===== src/rtl/spd_disc_pkg.sv =====
package spd_disc_pkg;
  localparam int unsigned CNT_W         = 12;
  localparam int unsigned SEL_W         = 2;
  localparam int unsigned DIVC_W        = (1 << SEL_W) - 1;
  localparam int unsigned C_FLOOR       = 1024;
  localparam int unsigned WIN_SH_WIDE   = 4;
  localparam int unsigned WIN_SH_NARROW = 5;
  localparam int unsigned SYNC_STAGES   = 2;

  typedef logic [CNT_W-1:0] cnt_t;
  localparam cnt_t CNT_MAX = '1;

  // code k selects a divide-by-2^k; returns the terminal count 2^k - 1
  function automatic logic [DIVC_W-1:0] div_mask(input logic [SEL_W-1:0] code);
    return DIVC_W'((1 << code) - 1);
  endfunction
endpackage


===== src/rtl/spd_pow2_div.sv =====
module spd_pow2_div
  import spd_disc_pkg::*;
(
  input  logic             clk,
  input  logic             rst_n,
  input  logic             inc,
  input  logic [SEL_W-1:0] sel,
  output logic             strobe
);
  logic [DIVC_W-1:0] cnt_q;
  logic [DIVC_W-1:0] cnt_d;
  logic [DIVC_W-1:0] mask;

  assign mask   = div_mask(sel);
  assign strobe = inc && (cnt_q >= mask);

  always_comb begin
    cnt_d = cnt_q;
    if (inc) begin
      cnt_d = strobe ? '0 : cnt_q + 1'b1;
    end
  end

  always_ff @(posedge clk or negedge rst_n) begin
    if (!rst_n) begin
      cnt_q <= '0;
    end else if (inc) begin
      cnt_q <= cnt_d;
    end
  end
endmodule


===== src/rtl/spd_period_counter.sv =====
module spd_period_counter
  import spd_disc_pkg::*;
(
  input  logic clk,
  input  logic rst_n,
  input  logic tick,
  input  logic ev,
  output cnt_t run_cnt,
  output cnt_t meas_cnt,
  output logic sat,
  output logic valid
);
  cnt_t cnt_q, cnt_d;
  cnt_t meas_q, meas_d;
  logic armed_q, armed_d;

  assign run_cnt  = cnt_q;
  assign meas_cnt = meas_q;
  assign sat      = (cnt_q == CNT_MAX);
  assign valid    = ev && armed_q;

  always_comb begin
    cnt_d   = cnt_q;
    meas_d  = meas_q;
    armed_d = armed_q;
    if (ev) begin
      cnt_d   = tick ? cnt_t'(1) : '0;
      armed_d = 1'b1;
      if (armed_q) begin
        meas_d = cnt_q;
      end
    end else if (tick && !sat) begin
      cnt_d = cnt_q + 1'b1;
    end
  end

  always_ff @(posedge clk or negedge rst_n) begin
    if (!rst_n) begin
      cnt_q   <= '0;
      meas_q  <= '0;
      armed_q <= 1'b0;
    end else begin
      cnt_q   <= cnt_d;
      meas_q  <= meas_d;
      armed_q <= armed_d;
    end
  end
endmodule


===== src/rtl/spd_judge.sv =====
module spd_judge
  import spd_disc_pkg::*;
(
  input  logic clk,
  input  logic rst_n,
  input  logic tick,
  input  logic valid,
  input  logic sat,
  input  cnt_t run_cnt,
  input  cnt_t target,
  input  logic narrow,
  output logic up,
  output logic down,
  output logic lock_n
);
  cnt_t           ceff, half, lo, raw, width;
  logic [CNT_W:0] hi;
  logic           in_win, over;
  cnt_t           pw_q, pw_d;
  logic           dir_q, dir_d;
  logic           lk_q, lk_d;

  assign ceff   = (target < cnt_t'(C_FLOOR)) ? cnt_t'(C_FLOOR) : target;
  assign half   = narrow ? (ceff >> WIN_SH_NARROW) : (ceff >> WIN_SH_WIDE);
  assign lo     = ceff - half;
  assign hi     = {1'b0, ceff} + {1'b0, half};
  assign in_win = !sat && (run_cnt >= lo) && ({1'b0, run_cnt} <= hi);
  assign over   = sat || (run_cnt > ceff);

  always_comb begin
    raw = over ? (run_cnt - ceff) : (ceff - run_cnt);
    if (sat && (raw == '0)) begin
      raw = cnt_t'(1);
    end
    width = (raw > run_cnt) ? run_cnt : raw;
  end

  always_comb begin
    pw_d  = pw_q;
    dir_d = dir_q;
    lk_d  = lk_q;
    if (valid) begin
      pw_d  = width;
      dir_d = over;
      lk_d  = !in_win;
    end else begin
      if (tick && (pw_q != '0)) begin
        pw_d = pw_q - 1'b1;
      end
      if (sat) begin
        lk_d = 1'b1;
      end
    end
  end

  always_ff @(posedge clk or negedge rst_n) begin
    if (!rst_n) begin
      pw_q  <= '0;
      dir_q <= 1'b0;
      lk_q  <= 1'b1;
    end else begin
      pw_q  <= pw_d;
      dir_q <= dir_d;
      lk_q  <= lk_d;
    end
  end

  assign up     = (pw_q != '0) && dir_q;
  assign down   = (pw_q != '0) && !dir_q;
  assign lock_n = lk_q;
endmodule


===== src/rtl/speed_discriminator.sv =====
module speed_discriminator
  import spd_disc_pkg::*;
(
  input  logic             clk,
  input  logic             rst_n,
  input  logic             spd_in,
  input  logic [SEL_W-1:0] spd_div_sel,
  input  logic [SEL_W-1:0] ref_div_sel,
  input  logic [CNT_W-1:0] target_cnt,
  input  logic             narrow_win,
  output logic             speed_up,
  output logic             speed_down,
  output logic             lock_n,
  output logic [CNT_W-1:0] period_cnt
);
  logic [1:0]           rs_q;
  logic                 rst_core_n;
  logic [SYNC_STAGES:0] sync_q;
  logic                 spd_rise;
  logic                 ref_tick;
  logic                 meas_ev;
  cnt_t                 run_cnt;
  logic                 cnt_sat;
  logic                 meas_valid;

  always_ff @(posedge clk or negedge rst_n) begin
    if (!rst_n) begin
      rs_q <= '0;
    end else begin
      rs_q <= {rs_q[0], 1'b1};
    end
  end
  assign rst_core_n = rs_q[1];

  always_ff @(posedge clk or negedge rst_core_n) begin
    if (!rst_core_n) begin
      sync_q <= '0;
    end else begin
      sync_q <= {sync_q[SYNC_STAGES-1:0], spd_in};
    end
  end
  assign spd_rise = sync_q[SYNC_STAGES-1] && !sync_q[SYNC_STAGES];

  spd_pow2_div u_refdiv (
    .clk    (clk),
    .rst_n  (rst_core_n),
    .inc    (1'b1),
    .sel    (ref_div_sel),
    .strobe (ref_tick)
  );

  spd_pow2_div u_spddiv (
    .clk    (clk),
    .rst_n  (rst_core_n),
    .inc    (spd_rise),
    .sel    (spd_div_sel),
    .strobe (meas_ev)
  );

  spd_period_counter u_period (
    .clk      (clk),
    .rst_n    (rst_core_n),
    .tick     (ref_tick),
    .ev       (meas_ev),
    .run_cnt  (run_cnt),
    .meas_cnt (period_cnt),
    .sat      (cnt_sat),
    .valid    (meas_valid)
  );

  spd_judge u_judge (
    .clk     (clk),
    .rst_n   (rst_core_n),
    .tick    (ref_tick),
    .valid   (meas_valid),
    .sat     (cnt_sat),
    .run_cnt (run_cnt),
    .target  (target_cnt),
    .narrow  (narrow_win),
    .up      (speed_up),
    .down    (speed_down),
    .lock_n  (lock_n)
  );
endmodule


===== config.mk =====
export PLATFORM = sky130hd
export DESIGN_NAME = speed_discriminator
export DESIGN_NICKNAME = d
export VERILOG_FILES = /design/src/rtl/spd_disc_pkg.sv /design/src/rtl/spd_pow2_div.sv /design/src/rtl/spd_period_counter.sv /design/src/rtl/spd_judge.sv /design/src/rtl/speed_discriminator.sv
export SDC_FILE = /design/constraint.sdc
export NUM_CORES = 1
export LEC_CHECK = 0
export ABC_AREA = 1
export BUFFER_PORTS_ARGS = -buffer_cell sky130_fd_sc_hd__buf_2
export CAP_MARGIN = 20
export CORE_MARGIN = 2
export CORE_UTILIZATION = 45
export DETAILED_ROUTE_END_ITERATION = 8
export GPL_ROUTABILITY_DRIVEN = 0
export PLACE_DENSITY_LB_ADDON = 0.15
export RECOVER_POWER = 50
export SYNTH_ARGS = -nofsm -noshare
export SYNTH_HDL_FRONTEND = slang
export SYNTH_SLANG_ARGS = --single-unit

===== constraint.sdc =====
create_clock -name clk -period 2.56 [get_ports clk]
set_clock_uncertainty 0.1 [all_clocks]
set_input_delay 0.512 -clock clk [delete_from_list [all_inputs] [get_ports clk]]
set_output_delay 0.512 -clock clk [all_outputs]
set_load 0.01 [all_outputs]

==> results.tsv, run 1 <==
metric	value	unit
status	complete, but fails checks	
failing checks	negative setup slack	
wire length per cell	14.2	um
Synth top area share	20.9	%
syn nets	982	
All-Layer GR Usage	25.6	%
multiplexer share of the synthesized area	0	%
post-detailed-route via-to-cell ratio	4.96	
Slew @ Worst Pin	931	ps
register area share after synthesis	21.4	%
Static Leak	4.48	nW
largest net degree at the start of global routing	25	
initial antenna violation count	0	
DRC	0	
Synth async-reset ratio	100	%
post-route ant nets	0	
core area	12700	sq um
global route total overflow	0	
most frequent CP cell	nand2_2	
CTS Buffer Depth	2	
RSZ-0062 raised after global routing	true	
Detail Placement HPWL	14700	um
Row Count	41	
area growth from synthesis to layout	40.9	%
CTS H-tree lvls	2	
Yosys warnings	0	
Core Util, Final	65.2	%
Post-synth EDFFs	0	
Worst Hold Class	input port to register	
# diodes	0	
starting DRC count in detailed routing	366	
Adder-Cell Fraction of Synth Area	19.5	%
Crit-path slowest cell	fa_2	
CTS tree	built	
XOR/XNOR share of the synthesized area	4.33	%
Die W	118	um
Clk Latency, worst-skew pair	290	ps
PD cells	738	nW/um^2
first-pass GRT wire length	28800	um
r2r startpoint	u_period.run_cnt[0]	
largest family of logic cells by synthesized area	simple AND/OR/NAND/NOR gates	
vias	6276	
post-layout minimum cycle time	3900	ps
Startpoint Class	input port	
Seq cells post-synth	50	
Achievable Freq	0.257	GHz
top cell type by total area after synthesis	dfrtp_1	
Data arrival, critical path	3970	ps
Synth Area in Simple Gates	29.8	%
reg2reg end	u_judge.pw_q[10]	
mean area per synthesized cell	6.71	sq um
WHS	220	ps
Slew HR	37.9	%
crit path kind	input port to register	
CTS buffer count	5	
Fin. Hold Viols	0	
most common cell in the netlist	nand2_1	
ys flop type	dfrtp_1	
IO Count	35	
critical-path maximum fanout	8	
Cells after Synth	873	
fin cells	1265	
final setup fails	13	
peak supply drop	0.350	mV
CTS Sinks	50	
dpl cells	1235	
Nets	1201	
layout cells sized above 1	32.7	%
count of final max-slew check failures	0	
Worst Setup End Kind	register	
Synth area leaders	dfrtp_1 (21%), ha_1 (18%), nand2_1 (15%), inv_1 (8.6%), a21oi_1 (4.4%)	
R2R setup slack	-1130	ps
I/O Buffers	34	
Yosys cell types	45	
Synth top cells by count	nand2_1 (234), inv_1 (135), ha_1 (85), nor2_1 (56), a21oi_1 (52)	
DIE AREA	14000	sq um
Worst R2R Path Depth	25	
drt total wl	17900	um
Largest stage delay, worst path	400	ps
CP Launch Point	target_cnt[10]	
height of the die	118	um
Critical Path RT	2630	ps
CTS Root Cell	clkbuf_16	
Clk pin slew, worst setup/hold paths	70	ps
Max Cap Viol	0	
Worst setup endpoint	u_judge.pw_q[10]	
Starting Density	46.3	%
part of the cycle the worst path needs	152	%
post-synthesis cell area	5860	sq um
fin worst setup slack	-1340	ps
Pre-antenna DRT Iters	5	
Synth Area in Compound Gates	13.9	%
vias in the first global route	5902	
[report_power, final]
part	switching, mW	leakage [nW]	internal [mW]
Combinational	2.28	3.78	1.90
Sequential	0.193	0.630	1.03
Clock	0.303	0.0735	0.393
[sequential cells by signal (all words and copies together) (netlist names)]
register	cells
u_judge.pw_q	12
u_judge.lock_n	1
u_judge.dir_q	1
u_spddiv.cnt_q	3
u_period.run_cnt	12
rs_q	2
u_period.meas_cnt	12
u_refdiv.cnt_q	3
u_period.armed_q	1
sync_q	3
[area by class of cell]
| class | count | area, sq um |
|---|---|---|
| inverters | 149 | 571 |
| flip-flops and latches | 50 | 1250 |
| well taps | 172 | 215 |
| clock inverters | 2 | 16.3 |
| multi-input cells | 660 | 4390 |
| fillers | 1160 | 4410 |
| repair buffers | 226 | 1680 |
| clock buffers | 6 | 139 |
[placed cells by master, fill, tap and decap left out, drive strengths merged, types with 2 or more instances in the layout]
master  Yosys  layout
nor2       60      60
o21bai      4       4
inv       144     145
nor3       11      11
nand3      51      51
nor4        2       2
fa          4       4
a31oi       8       8
o31ai       4       4
a21oi      53      53
buf         8     222
o21a        6       6
ha         85      85
nand4      12      12
clkinv      5       5
nand2     254     256
or2         3       3
dfrtp      49      49
nand3b      3       3
a221oi      2       2
o21ai      49      49
xor2       22      22
o211ai     10      10
xnor2       7       7
clkbuf      8       9
a211oi      2       2
[timing repair]
action | 4_1_cts | 5_1_grt
cloned | 2 | 0
hold buffers | 1 | 0
resized for setup | 28 | 64
buffers inserted | 10 | 9
endpoints found under the setup margin | 15 | 23
hold endpoints to repair | 2 | 0
pin swaps | 15 | 48
[worst min path at each step]
| stage | startpoint | end | slack, ps | depth (start not counted) |
|---|---|---|---|---|
| after floorplan | rst_n | rs_q[0] | 120 | 0 |
| after global placement | rs_q[1] | u_period.meas_cnt[6] | 150 | 0 |
| final | spd_in | sync_q[0] | 220 | 1 |
| after detailed placement | rs_q[1] | u_period.meas_cnt[6] | 150 | 0 |
| after global routing | spd_in | sync_q[0] | 210 | 1 |
| after CTS | rs_q[1] | u_period.meas_cnt[6] | 160 | 0 |
[critical path: cells and delay by family]
kind                       cells  cell delay (ps)
AOI/OAI and AO/OA              6              910
and+or+nand+nor               14             1240
buffers and inverters          7              560
adders and majority gates      3              740
[per-stage QoR]
step	instance area (sq um)	setup TNS [ps]	setup slack, ps	power (mW)
finish	8260	-16710	-1340	6.10
global route	8260	-20070	-1580	6.67
CTS	7970	-15110	-1220	5.83
detailed placement	7560	-21180	-1670	4.99
global placement	7560	-20380	-1610	4.94
floorplan	5970	-13780	-1100	3.48
[metal layers]
metal  global-route usage (%)  vias up  routed length [um]
met5                        0        -                   0
met4                     7.45        0                 372
met3                     3.09       34                 721
met2                     43.7      141                8560
met1                     33.9     2839                8280
li1                         -     3262                   -
[kinds of logic after synthesis]
logic type      Yosys count
fa+ha+maj                89
xor+xnor                 29
flops                    50
buf+inv                 165
other cells               1
compound gates          142
simple gates            397
(Power assumes the default switching activity.)
==> run 2: changes to the inputs <==
HOLD_SLACK_MARGIN = 0.06   (was not set)
clock period = 4.7 ns   (was 2.56 ns; I/O delays follow)
==> run 2 against run 1 <==
Against the previous run:
- the flow finishes with violations (max-capacitance violations, max-slew violations)
- via count fell by 8.3%
- cell count fell by 10%
- global-route usage fell by 1.7 points
- worst setup slack improved by 1700 ps
- sequential share of layout area rose by 3.1 points
- routed wire length fell by 9.8%
- non-clock buffer count fell by 127
- sequential cell count did not move
- clock power fell by 39%
- sequential power fell by 45%
- design area fell by 17%
- clock-buffer cell count fell by 1
==> results.tsv, run 2 (synthesized netlist as in run 1, its figures left out) <==
metric	value	unit	change
status	complete, but fails checks		
failing checks	max-capacitance violations, max-slew violations		
height of the die	118	um	unchanged
Max Cap Viol	1		+1
post-route ant nets	0		unchanged
vias in the first global route	5558		-5.8%
CTS tree	built		
WHS	248	ps	+28.2 ps
IO Count	35		unchanged
post-layout minimum cycle time	4320	ps	
Pre-antenna DRT Iters	5		unchanged
# diodes	0		unchanged
Starting Density	46.3	%	unchanged
commonest non-fill, non-tap cell in the layout	nand2_1		
CTS Sinks	50		unchanged
core area	12700	sq um	unchanged
CTS Root Cell	clkbuf_16		
gr busiest metal	met2		
Critical Path RT	4830	ps	+2200 ps
Crit-path slowest cell	ha_2		
Core Util, Final	54.2	%	-11 points
Fin. Hold Viols	0		unchanged
Achievable Freq	0.232	GHz	
Static Leak	3.78	nW	-16%
I/O Buffers	34		unchanged
hold buffer count at cts	0		-1
CTS Buffer Depth	2		unchanged
DIE AREA	14000	sq um	unchanged
CTS H-tree lvls	2		unchanged
vias	5757		-8.3%
Nets	1072		-11%
met3 usage	2.03	%	-1.1 points
Worst Hold Class	register to register		
met2 usage	41.3	%	-2.5 points
first-pass GRT wire length	27100	um	-5.8%
most frequent cells in the layout	nand2_1 (234), inv_1 (135), ha_1 (81)		
starting DRC count in detailed routing	330		-9.8%
Detail Placement HPWL	13500	um	-8.7%
Slew HR	-70.8	%	-110 points
setup TNS	0	ps	+16710 ps
Row Count	41		unchanged
met1 GRT Util	31.9	%	-2.0 points
global route total overflow	0		unchanged
final setup fails	0		-13
Clk Latency, worst-skew pair	290	ps	about the same
part of the cycle the worst path needs	91.8	%	
count of final max-slew check failures	49		+49
Worst Setup End Kind	register		
Largest stage delay, worst path	350	ps	-50 ps
critical-path maximum fanout	5		-3
largest net degree at the start of global routing	49		+96%
wire length per cell	14.2	um	+0.48%
peak supply drop	0.240	mV	-31%
crit path kind	input port to register		
layout cells sized above 1	16.7	%	-16 points
post-detailed-route via-to-cell ratio	5.07		+2.1%
Clk pin slew, worst setup/hold paths	70	ps	about the same
area growth from synthesis to layout	17.1	%	
Die W	118	um	unchanged
Pwr Total	2.86	mW	-53%
DRC	0		unchanged
initial antenna violation count	0		unchanged
PD cells	416	nW/um^2	-44%
CTS buffer count	5		unchanged
most frequent CP cell	nand2_1		
Slew @ Worst Pin	2560	ps	+1630 ps
All-Layer GR Usage	23.9	%	-1.7 points
Startpoint Class	input port		
Data arrival, critical path	4440	ps	+470 ps
drt total wl	16200	um	-9.8%
RSZ-0062 raised after global routing	true		
==> run 2: cell types whose count changed in the layout (fill, tap and decap cells not counted), sizes merged <==
cell | before | now
buf | 222 | 95
inv | 145 | 146
clkinvlp | 1 | 0
nand2 | 256 | 254
bufinv | 0 | 1
dlygate4sd3 | 1 | 0
==> run 2: final timing paths <==
| check | slack, ps | to | cells past startpoint | from |
|---|---|---|---|---|
| worst max-delay path | 380 | u_judge.lock_n | 30 | target_cnt[11] |
| worst min-delay path | 250 | rs_q[1] | 0 | rs_q[0] |
| worst max register to register | 780 | u_judge.pw_q[4] | 25 | u_period.run_cnt[0] |
| worst min register to register | 250 | rs_q[1] | 0 | rs_q[0] |
| max in group asynchronous | 2000 | u_judge.pw_q[0] | 1 | rs_q[1] |
| min in group asynchronous | 320 | rs_q[0] | 1 | rst_n |
==> run 2: worst max-delay path, delay by kind of cell <==
family	cells	cell delay, ps
adder cells (fa/ha/maj)	2	670
AO/OA/AOI/OAI	6	900
buffers and inverters	5	540
AND/OR/NAND/NOR	17	1380
==> run 2: layer usage <==
layer / part of all wire [%] / wire length [um] / up-vias
li1: - / - / 2997
met3: 4.3 / 690 / 25
met5: 0 / 0 / -
met1: 46 / 7470 / 2612
met2: 47 / 7620 / 123
met4: 2.5 / 400 / 0
==> run 2: what timing repair did <==
action | 4_1_cts | 5_1_grt
endpoints found under the setup margin | 0 | 10
resized for setup | 0 | 14
setup buffers | 0 | 1
==> run 2: final cells by class <==
class                           instances  area [sq um]
Sequential cell                        50          1250
Clock buffer                            5           125
Tap cell                              172           215
Clock inverter                          3          47.5
Inverter                              149           559
Fill cell                            1300          5800
Timing Repair Buffer                   99           651
Multi-Input combinational cell        658          4020
==> run 2: power by group <==
group,switching [mW],total [mW],leakage (nW),internal (mW)
registers,0.115,0.677,0.629,0.562
logic,1.05,1.76,3.06,0.711
clock network,0.170,0.425,0.0848,0.255
==> run 2: stage by stage <==
stage	std cells	setup WS [ps]	instance area (sq um)
final	1136	385	6870
after global routing	1136	-14.9	6870
after CTS	1135	250	6810
after detailed placement	1127	-44.9	6640
after global placement	1127	-18.1	6640
after floorplan	873	165	5860
